`config.mk`:
```
export PLATFORM = sky130hd
export DESIGN_NAME = pllcfg_regbank
export DESIGN_NICKNAME = d
export VERILOG_FILES = /design/src/rtl/pllcfg_pkg.sv /design/src/rtl/pllcfg_byte_reg.sv /design/src/rtl/pllcfg_ctrl.sv /design/src/rtl/pllcfg_rdmux.sv /design/src/rtl/pllcfg_regbank.sv
export SDC_FILE = /design/constraint.sdc
export NUM_CORES = 1
export LEC_CHECK = 0
export ABC_AREA = 1
export ABC_CLOCK_PERIOD_IN_PS = 2200
export BUFFER_PORTS_ARGS = -buffer_cell sky130_fd_sc_hd__buf_4
export CAP_MARGIN = 20
export CORE_UTILIZATION = 40
export CTS_CLUSTER_SIZE = 16
export DETAILED_ROUTE_END_ITERATION = 8
export GPL_TIMING_DRIVEN = 0
export MAX_ROUTING_LAYER = met4
export PLACE_DENSITY = 0.71
export SYNTH_ARGS = -nofsm -noshare
export SYNTH_HDL_FRONTEND = slang
export SYNTH_SLANG_ARGS = --single-unit
export TNS_END_PERCENT = 100
```
`constraint.sdc`:
```
create_clock -name clk -period 2.2 [get_ports clk]
set_input_delay 0.22 -clock clk [delete_from_list [all_inputs] [get_ports clk]]
set_output_delay 0.22 -clock clk [all_outputs]
set_load 0.1 [all_outputs]
```
`src/rtl/pllcfg_pkg.sv`:
```
package pllcfg_pkg;

   localparam int OFS_CTL  = 0;
   localparam int OFS_BW   = 1;
   localparam int OFS_MULH = 2;
   localparam int OFS_MULL = 3;
   localparam int OFS_VRS  = 4;
   localparam int OFS_RDS  = 5;

   localparam int N_PROG   = 4;   // programming bytes at OFS_MULH..OFS_RDS
   localparam int PROG_HI  = 0;
   localparam int PROG_LO  = 1;
   localparam int PROG_VRS = 2;
   localparam int PROG_RDS = 3;

   // control byte bit positions (software decodes these)
   localparam int CTL_IE   = 7;
   localparam int CTL_FLAG = 6;
   localparam int CTL_ON   = 5;
   localparam int CTL_BCS  = 4;

   // bandwidth byte bit positions
   localparam int BW_AUTO  = 7;
   localparam int BW_LOCK  = 6;
   localparam int BW_ACQ   = 5;

   function automatic logic [7:0] low_mask(input int w);
      return 8'((16'd1 << w) - 16'd1);
   endfunction

endpackage

```
`src/rtl/pllcfg_byte_reg.sv`:
```
module pllcfg_byte_reg #(
   parameter logic [7:0] MASK = 8'hFF,
   parameter logic [7:0] RST  = 8'h00
) (
   input  logic       clk,
   input  logic       rst_n,
   input  logic       we,
   input  logic [7:0] d,
   output logic [7:0] q
);

   always_ff @(posedge clk) begin
      if (!rst_n)   q <= RST & MASK;
      else if (we)  q <= d & MASK;
   end

endmodule

```
`src/rtl/pllcfg_ctrl.sv`:
```
module pllcfg_ctrl
   import pllcfg_pkg::*;
(
   input  logic       clk,
   input  logic       rst_n,
   input  logic       wr_ctl,
   input  logic       wr_bw,
   input  logic       rd_ctl,
   input  logic [7:0] wdata,
   input  logic       vrs_nz,
   input  logic       lock_i,
   input  logic       acq_i,
   output logic       ie_q,
   output logic       flag_q,
   output logic       pllon_q,
   output logic       bcs_q,
   output logic [1:0] pre_q,
   output logic [1:0] vpr_q,
   output logic       auto_q,
   output logic       acq_eff,
   output logic [7:0] ctl_rd,
   output logic [7:0] bw_rd
);

   logic acq_sw_q;
   logic lock_prev_q;
   logic leave_auto;
   logic pllon_d;
   logic lock_edge;

   assign leave_auto = !auto_q || (wr_bw && !wdata[BW_AUTO]);
   assign pllon_d    = wdata[CTL_ON] | bcs_q;
   assign lock_edge  = lock_i ^ lock_prev_q;

   always_ff @(posedge clk) begin
      if (!rst_n) begin
         ie_q        <= 1'b0;
         flag_q      <= 1'b0;
         pllon_q     <= 1'b1;
         bcs_q       <= 1'b0;
         pre_q       <= 2'b00;
         vpr_q       <= 2'b00;
         auto_q      <= 1'b0;
         acq_sw_q    <= 1'b0;
         lock_prev_q <= 1'b0;
      end else begin
         lock_prev_q <= lock_i;

         if (wr_ctl) begin
            pre_q   <= wdata[3:2];
            vpr_q   <= wdata[1:0];
            pllon_q <= pllon_d;
            bcs_q   <= wdata[CTL_BCS] & pllon_q & pllon_d & vrs_nz;
         end else if (!vrs_nz || !pllon_q) begin
            bcs_q   <= 1'b0;
         end

         if (wr_bw) begin
            auto_q <= wdata[BW_AUTO];
            if (!auto_q) acq_sw_q <= wdata[BW_ACQ];
         end

         if (leave_auto)   ie_q <= 1'b0;
         else if (wr_ctl)  ie_q <= wdata[CTL_IE];

         if (leave_auto)      flag_q <= 1'b0;
         else if (lock_edge)  flag_q <= 1'b1;
         else if (rd_ctl)     flag_q <= 1'b0;
      end
   end

   assign acq_eff = auto_q ? acq_i : acq_sw_q;
   assign ctl_rd  = {ie_q, flag_q, pllon_q, bcs_q, pre_q, vpr_q};
   assign bw_rd   = {auto_q, auto_q & lock_i, acq_eff, 5'b00000};

endmodule

```
`src/rtl/pllcfg_rdmux.sv`:
```
module pllcfg_rdmux
   import pllcfg_pkg::*;
#(
   parameter int ADDR_W = 3
) (
   input  logic [ADDR_W-1:0]       addr,
   input  logic [7:0]              ctl_rd,
   input  logic [7:0]              bw_rd,
   input  logic [N_PROG-1:0][7:0]  prog,
   output logic [7:0]              rdata
);

   always_comb begin
      case (int'(addr))
         OFS_CTL:  rdata = ctl_rd;
         OFS_BW:   rdata = bw_rd;
         OFS_MULH: rdata = prog[PROG_HI];
         OFS_MULL: rdata = prog[PROG_LO];
         OFS_VRS:  rdata = prog[PROG_VRS];
         OFS_RDS:  rdata = prog[PROG_RDS];
         default:  rdata = 8'h00;
      endcase
   end

endmodule

```
`src/rtl/pllcfg_regbank.sv`:
```
module pllcfg_regbank
   import pllcfg_pkg::*;
#(
   parameter int               ADDR_W  = 3,
   parameter int               MUL_W   = 12,
   parameter int               VRS_W   = 8,
   parameter int               RDS_W   = 4,
   parameter logic [MUL_W-1:0] MUL_RST = MUL_W'(12'h040),
   parameter logic [VRS_W-1:0] VRS_RST = VRS_W'(8'h40),
   parameter logic [RDS_W-1:0] RDS_RST = RDS_W'(4'h1)
) (
   input  logic              clk,
   input  logic              rst_n,
   input  logic [ADDR_W-1:0] bus_addr,
   input  logic              bus_wr,
   input  logic              bus_rd,
   input  logic [7:0]        bus_wdata,
   output logic [7:0]        bus_rdata,
   input  logic              pll_lock_i,
   input  logic              pll_acq_i,
   output logic [MUL_W-1:0]  cfg_mul,
   output logic [VRS_W-1:0]  cfg_vrange,
   output logic [RDS_W-1:0]  cfg_refdiv,
   output logic [1:0]        cfg_prescale,
   output logic [1:0]        cfg_vpwr,
   output logic              cfg_pll_en,
   output logic              cfg_base_sel,
   output logic              cfg_irq_en,
   output logic              cfg_auto,
   output logic              cfg_acq,
   output logic              pll_irq
);

   localparam int         HI_W     = MUL_W - 8;
   localparam logic [7:0] MASK_HI  = low_mask(HI_W);
   localparam logic [7:0] MASK_LO  = 8'hFF;
   localparam logic [7:0] MASK_VRS = low_mask(VRS_W);
   localparam logic [7:0] MASK_RDS = low_mask(RDS_W);
   localparam logic [7:0] RST_HI   = 8'(MUL_RST >> 8);
   localparam logic [7:0] RST_LO   = MUL_RST[7:0];
   localparam logic [7:0] RST_VRS  = 8'(VRS_RST);
   localparam logic [7:0] RST_RDS  = 8'(RDS_RST);
   localparam logic [N_PROG-1:0][7:0] PROG_MASK = {MASK_RDS, MASK_VRS, MASK_LO, MASK_HI};
   localparam logic [N_PROG-1:0][7:0] PROG_RST  = {RST_RDS, RST_VRS, RST_LO, RST_HI};

   if (ADDR_W < 3) begin : g_bad_addr
      $error("pllcfg_regbank: ADDR_W must cover six offsets");
   end
   if (MUL_W < 9 || MUL_W > 16) begin : g_bad_mul
      $error("pllcfg_regbank: MUL_W must be 9..16");
   end
   if (VRS_W < 1 || VRS_W > 8) begin : g_bad_vrs
      $error("pllcfg_regbank: VRS_W must be 1..8");
   end
   if (RDS_W < 1 || RDS_W > 8) begin : g_bad_rds
      $error("pllcfg_regbank: RDS_W must be 1..8");
   end

   logic [N_PROG-1:0][7:0] prog_q;
   logic [7:0]             ctl_rd;
   logic [7:0]             bw_rd;
   logic                   wr_ctl;
   logic                   wr_bw;
   logic                   rd_ctl;
   logic                   vrs_nz;
   logic                   pll_flag;

   assign wr_ctl = bus_wr && (int'(bus_addr) == OFS_CTL);
   assign wr_bw  = bus_wr && (int'(bus_addr) == OFS_BW);
   assign rd_ctl = bus_rd && (int'(bus_addr) == OFS_CTL);

   // programming bytes are writable only while the PLL is off
   for (genvar i = 0; i < N_PROG; i++) begin : g_prog
      logic we;
      assign we = bus_wr && !cfg_pll_en && (int'(bus_addr) == OFS_MULH + i);
      pllcfg_byte_reg #(
         .MASK (PROG_MASK[i]),
         .RST  (PROG_RST[i])
      ) u_reg (
         .clk   (clk),
         .rst_n (rst_n),
         .we    (we),
         .d     (bus_wdata),
         .q     (prog_q[i])
      );
   end

   assign cfg_mul    = {prog_q[PROG_HI][HI_W-1:0], prog_q[PROG_LO]};
   assign cfg_vrange = prog_q[PROG_VRS][VRS_W-1:0];
   assign cfg_refdiv = prog_q[PROG_RDS][RDS_W-1:0];
   assign vrs_nz     = |cfg_vrange;

   pllcfg_ctrl u_ctrl (
      .clk     (clk),
      .rst_n   (rst_n),
      .wr_ctl  (wr_ctl),
      .wr_bw   (wr_bw),
      .rd_ctl  (rd_ctl),
      .wdata   (bus_wdata),
      .vrs_nz  (vrs_nz),
      .lock_i  (pll_lock_i),
      .acq_i   (pll_acq_i),
      .ie_q    (cfg_irq_en),
      .flag_q  (pll_flag),
      .pllon_q (cfg_pll_en),
      .bcs_q   (cfg_base_sel),
      .pre_q   (cfg_prescale),
      .vpr_q   (cfg_vpwr),
      .auto_q  (cfg_auto),
      .acq_eff (cfg_acq),
      .ctl_rd  (ctl_rd),
      .bw_rd   (bw_rd)
   );

   pllcfg_rdmux #(.ADDR_W(ADDR_W)) u_rdmux (
      .addr   (bus_addr),
      .ctl_rd (ctl_rd),
      .bw_rd  (bw_rd),
      .prog   (prog_q),
      .rdata  (bus_rdata)
   );

   assign pll_irq = pll_flag & cfg_irq_en;

endmodule

```
Word level (Yosys, flattened, before mapping) --
Cells that the tools add are included.
Storage, ports and cells: output and inout bits 42, logic and storage cells 60, flip-flop bits (word level) 35, bits of input ports 17
Operators by class: equal/unequal tests 10, multiplexer cells 6, reduce and logical (&&, ||, !) cells 22, bitwise operators 9
Operator list (count):
- one-hot mux 8 bit (6 select lines) | 1
- == test 3 bit, second input constant | 6
- == test 3 x 2 -> 1 bit, second input constant | 3
- logical AND 1 bit | 9
- OR reduction 8 bit | 1
- zero test 3 bit | 2
- AND 1 bit | 5
- two-way mux 1 bit | 5
- zero test 1 bit | 4
- nonzero test 2 bit | 2
- == test 3 x 1 -> 1 bit, second input constant | 1
- logical OR 1 bit | 2
- inverter 1 bit | 2
- AND reduction 2 bit | 1
- OR reduction 2 bit | 1
- bitwise OR 1 bit | 1
- XOR 1 bit | 1

Logic depth before layout (Yosys ltp) --
word-level depth 5, depth in mapped cells 7, mapped depth without buffers 7

Hierarchy --
Synthesis repeated with hierarchy kept, for this count alone.
Second synthesis, totals: cells, all modules 386, area, all modules 2347.3 µm²
By module, submodules not included:
- pllcfg_byte_reg (g_prog[1].u_reg ...) | cells an instance 50, times used 2, seq. area each 160.2 µm², area each 340.3 µm²
- pllcfg_ctrl | cells an instance 84, times used 1, seq. area each 220.2 µm², area each 570.5 µm²
- pllcfg_rdmux | cells an instance 107, times used 1, seq. area each 0.0 µm², area each 548.0 µm²
- pllcfg_byte_reg (g_prog[3].u_reg) | cells an instance 29, times used 1, seq. area each 80.1 µm², area each 205.2 µm²
- pllcfg_byte_reg (g_prog[0].u_reg) | cells an instance 30, times used 1, seq. area each 80.1 µm², area each 200.2 µm²
- pllcfg_regbank | cells an instance 36, times used 1, seq. area each 0.0 µm², area each 142.6 µm²

Worst setup path after synthesis --
OpenSTA, ideal clock, no wires.
path kind reg2out, start reg u_ctrl.auto_q, end out bus_rdata[5], path buffers 0, stages on the path, launching flop included 4, arrival time 4.019 ns, setup slack -2.039 ns, required time 1.980 ns, path through dfxtp_1 o21ai_0 a21oi_1 nand3_1
On the way: cells in the longest elaborated chain, start to end 2
Ends and longest elaborated chain:
- start, declared | RTL line pllcfg_ctrl.sv:19 | output logic auto_q,
- start signal, assigned | RTL line pllcfg_ctrl.sv:59 | auto_q <= wdata[BW_AUTO];
- two-way mux 1 bit | RTL line pllcfg_ctrl.sv:72 | assign acq_eff = auto_q ? acq_i : acq_sw_q;
- net cfg_acq | RTL line pllcfg_regbank.sv:30 | output logic cfg_acq,
- one-hot mux 8 bit (6 select lines) | RTL line pllcfg_rdmux.sv:14 | case (int'(addr))
- end, declared | RTL line pllcfg_regbank.sv:18 | output logic [7:0] bus_rdata,
The timed path passes the listed nets, and every way through them passes these cells.

Worst setup path in the final report --
start reg u_ctrl.pllon_q, end out bus_rdata[5]
On the way: cells in the longest elaborated chain, start to end 1
Ends and longest elaborated chain:
- start, declared | RTL line pllcfg_ctrl.sv:15 | output logic pllon_q,
- start signal, assigned | RTL line pllcfg_ctrl.sv:52 | pllon_q <= pllon_d;
- one-hot mux 8 bit (6 select lines) | RTL line pllcfg_rdmux.sv:14
No other way between the ends.

==> out/metrics.yaml <==
clock_tree:
  clock_latency_ns: 0.29
  postCtsSetupRepairBufs: 0
  post_cts_resized: 0
  htreeDepth: 2
  cts.sinks: 35
  cts_made_buffers: 5
  hold_buffers: 0
  cts_root_buf: "clkbuf_8"
  path_clk_slew_ns: 0.07
  cts_buffer_depth: 2
  cts_tree: "built"
worst_setup_path:
  cp_top_family: "flip-flops"
  path_class: "flip-flop to primary output"
  worstPathRequired_ns: 1.98
  worst_ep_arrival_time_ns: 1.43
  cp_num_buf_inv: 2
  slowest_stage: "dfxtp_1"
  path_max_fanout: 6
  cpPeakStageDelay_ns: 0.43
  startpoint_type: "flip-flop"
  crit_chain: "inv_1 -> nor2_1 -> a21oi_1 -> nand3_2 -> buf_4"
  end_kind: "primary output"
logic_synthesis:
  synth_warnings: 0
  synthCells: 249
  synthesis.nets: 266
  ys_seq_area_share_pct: 42.14
  synth.distinct_cells: 18
  synth_seq_cells: 35
  syn_area_per_cell_um2: 6.678
  synth_top_area_share_pct: 42.14
  synth_area_leaders: "dfxtp_1 (42%), nor2_1 (15%), nand2_1 (11%)"
  yosysTopAreaCell: "dfxtp_1"
  synth_area_um2: 1663
route:
  drt-total-wl_um: 4737
  num_vias: 1809
  postRouteAntennaNets: 0
  first_iter_violations: 123
  firstDrtPassIters: 4
  wl_per_cell_um: 13.01
  viasPerCell: 4.970
  route.detailed.drc: 0
final_layout:
  areaGrowthSynthToFinish_pct: 36.57
  final_nets: 330
  fillers: 403
  mostFrequentLayoutCell: "nor2_1"
  num_antenna_cells: 0
  seq_area_um2: 701.9
  layout-drive-gt1-share_pct: 25.48
  fin_util_pct: 56.77
  multi_input_comb_area_um2: 854.6
  mostFrequentLayoutCells: "nor2_1 (66), buf_4 (58), nand2_1 (48), dfxtp_1 (34), o21ai_0 (25)"
global_route:
  antenna_found_initial: 0
  grt_pass1_vias: 1650
  grt_start_max_net_pins: 11
  track_usage_pct: 23.80
  grt_pass1_wl_um: 7645
  grt_overflow: 0
sta:
  fin_setup_tns_ns: 0
  min_period_ns: 1.646
  finClkSkew_ns: 0.003748
  fmax_ghz: 0.6076
  setup_viol: 0
  final.period_utilization_pct: 74.81
  maxSlewViolCount: 0
  worst_pin_slew_ns: 0.4623
  slew_headroom_pct: 69.18
  hold_violations: 0
  rsz0062_at_grt: "false"
floorplan:
  dieArea_um2: 4419
  num_io_pins: 59
  core.rowCount: 23
  core_um2: 4000
  start_util_pct: 41.57
  die_w_um: 66.48
  die_y_um: 66.48
power:
  power_frac_comb_pct: 14.8
  power.density_nw_per_um2: 601.5
  p_int_mw: 0.9782
  swShare_pct: 28.38
  p_leak_nw: 1.110
  clkPwrFrac_pct: 37.8
  pwr-share-seq_pct: 47.4
  vdd_ir_drop_max_uv: 465.9
  switchingPower_mw: 0.3877
placement:
  place_congestion: 0.8778
  io_buffers: 57
  dp_hpwl_um: 3553
status:
  status: "complete, no violations"
job:
  drv_cap: 0
worst_hold_path:
  hold_path_class: "primary input to flip-flop"
==> worst paths after layout <==
path	startpoint	to	slack, ns	cells past startpoint
setup / recovery	u_ctrl.pllon_q$_SDFFE_PN1P_	bus_rdata[5]	0.55	5
hold / removal	pll_lock_i	u_ctrl.lock_prev_q$_SDFF_PN0_	0.14	3
hold reg to reg	u_ctrl.vpr_q[1]$_SDFFE_PN0P_	u_ctrl.vpr_q[1]$_SDFFE_PN0P_	0.47	2
setup reg to reg	u_ctrl.pllon_q$_SDFFE_PN1P_	g_prog[3].u_reg.q[3]$_SDFFE_PN0P_	0.81	6
==> flip-flops by register name, indices dropped and copies added (netlist names) <==
signal and flops:
g_prog.u_reg.q 24, u_ctrl.acq_sw_q 1, u_ctrl.auto_q 1, u_ctrl.bcs_q 1, u_ctrl.flag_q 1, u_ctrl.ie_q 1
u_ctrl.lock_prev_q 1, u_ctrl.pllon_q 1, u_ctrl.pre_q 2, u_ctrl.vpr_q 2
==> cells in the mapped netlist <==
library cell / count
buf_4: 1
nor2_1: 66
nand4_1: 10
inv_1: 24
inv_2: 4
xor2_1: 1
nand3_4: 2
nand2_2: 2
o21ai_0: 26
nand3_2: 1
nor3_1: 5
a21oi_1: 9
nand3b_1: 1
dfxtp_1: 35
nor2_4: 3
nand2_1: 48
clkbuf_1: 3
nand3_1: 8
==> metrics by stage <==
stage	power (mW)	instances	setup WS (ns)	hold slack (ns)	area [um2]
CTS	1.375	364	0.5603	0.1406	2271
floorplan	0.7924	249	0.05726	0.3135	1680
global route	1.413	364	0.4869	0.1471	2271
finish	1.366	364	0.5541	0.1432	2271
detailed placement	0.8631	356	0.5956	0.4367	2171
global placement	0.8618	356	0.6029	0.4295	2171
==> power by group through the flow <==
| stage | Combinational [mW] | Clock [mW] | Sequential (mW) |
|---|---|---|---|
| floorplan | 0.0876 | 0 | 0.705 |
| global placement | 0.199 | 0 | 0.662 |
| detailed placement | 0.201 | 0 | 0.663 |
| CTS | 0.201 | 0.526 | 0.648 |
| global route | 0.214 | 0.551 | 0.649 |
| finish | 0.202 | 0.516 | 0.648 |
==> logic make-up (layout without fill, tap and decap cells) <==
| family | after synthesis | in the layout | synth area share, % |
|---|---|---|---|
| AOI/OAI and AO/OA | 35 | 35 | 10.53 |
| DFF | 35 | 35 | 42.14 |
| xor gates and xnor gates | 1 | 1 | 0.5268 |
| and+or+nand+nor | 146 | 146 | 39.35 |
| buffers and inverters | 32 | 97 | 7.449 |
==> worst register-to-register path: cells and delay by family, from the launching register on <==
kind	cells	cell delay, ns
and+or+nand+nor	4	0.65
DFF	1	0.37
buffers and inverters	2	0.27
==> metal layers <==
layer  routed length, um  GRT usage (%)  vias to the layer above
met1                2193          30.64                      813
met5                   0              -                        -
li1                    -              -                      923
met2                2144          36.86                       69
met3                 362          5.479                        4
met4                  36          7.713                        0
==> cell type report <==
cell class / instances / share of cell area [%]
multi-input cells: 182 / 37.63
clock buffers: 8 / 4.408
inverters: 28 / 4.628
flip-flops and latches: 35 / 30.91
plain buffers: 4 / 0.8264
well taps: 50 / 2.755
repair buffers: 57 / 18.84
No activity file was read; power rests on OpenSTA's default activity.
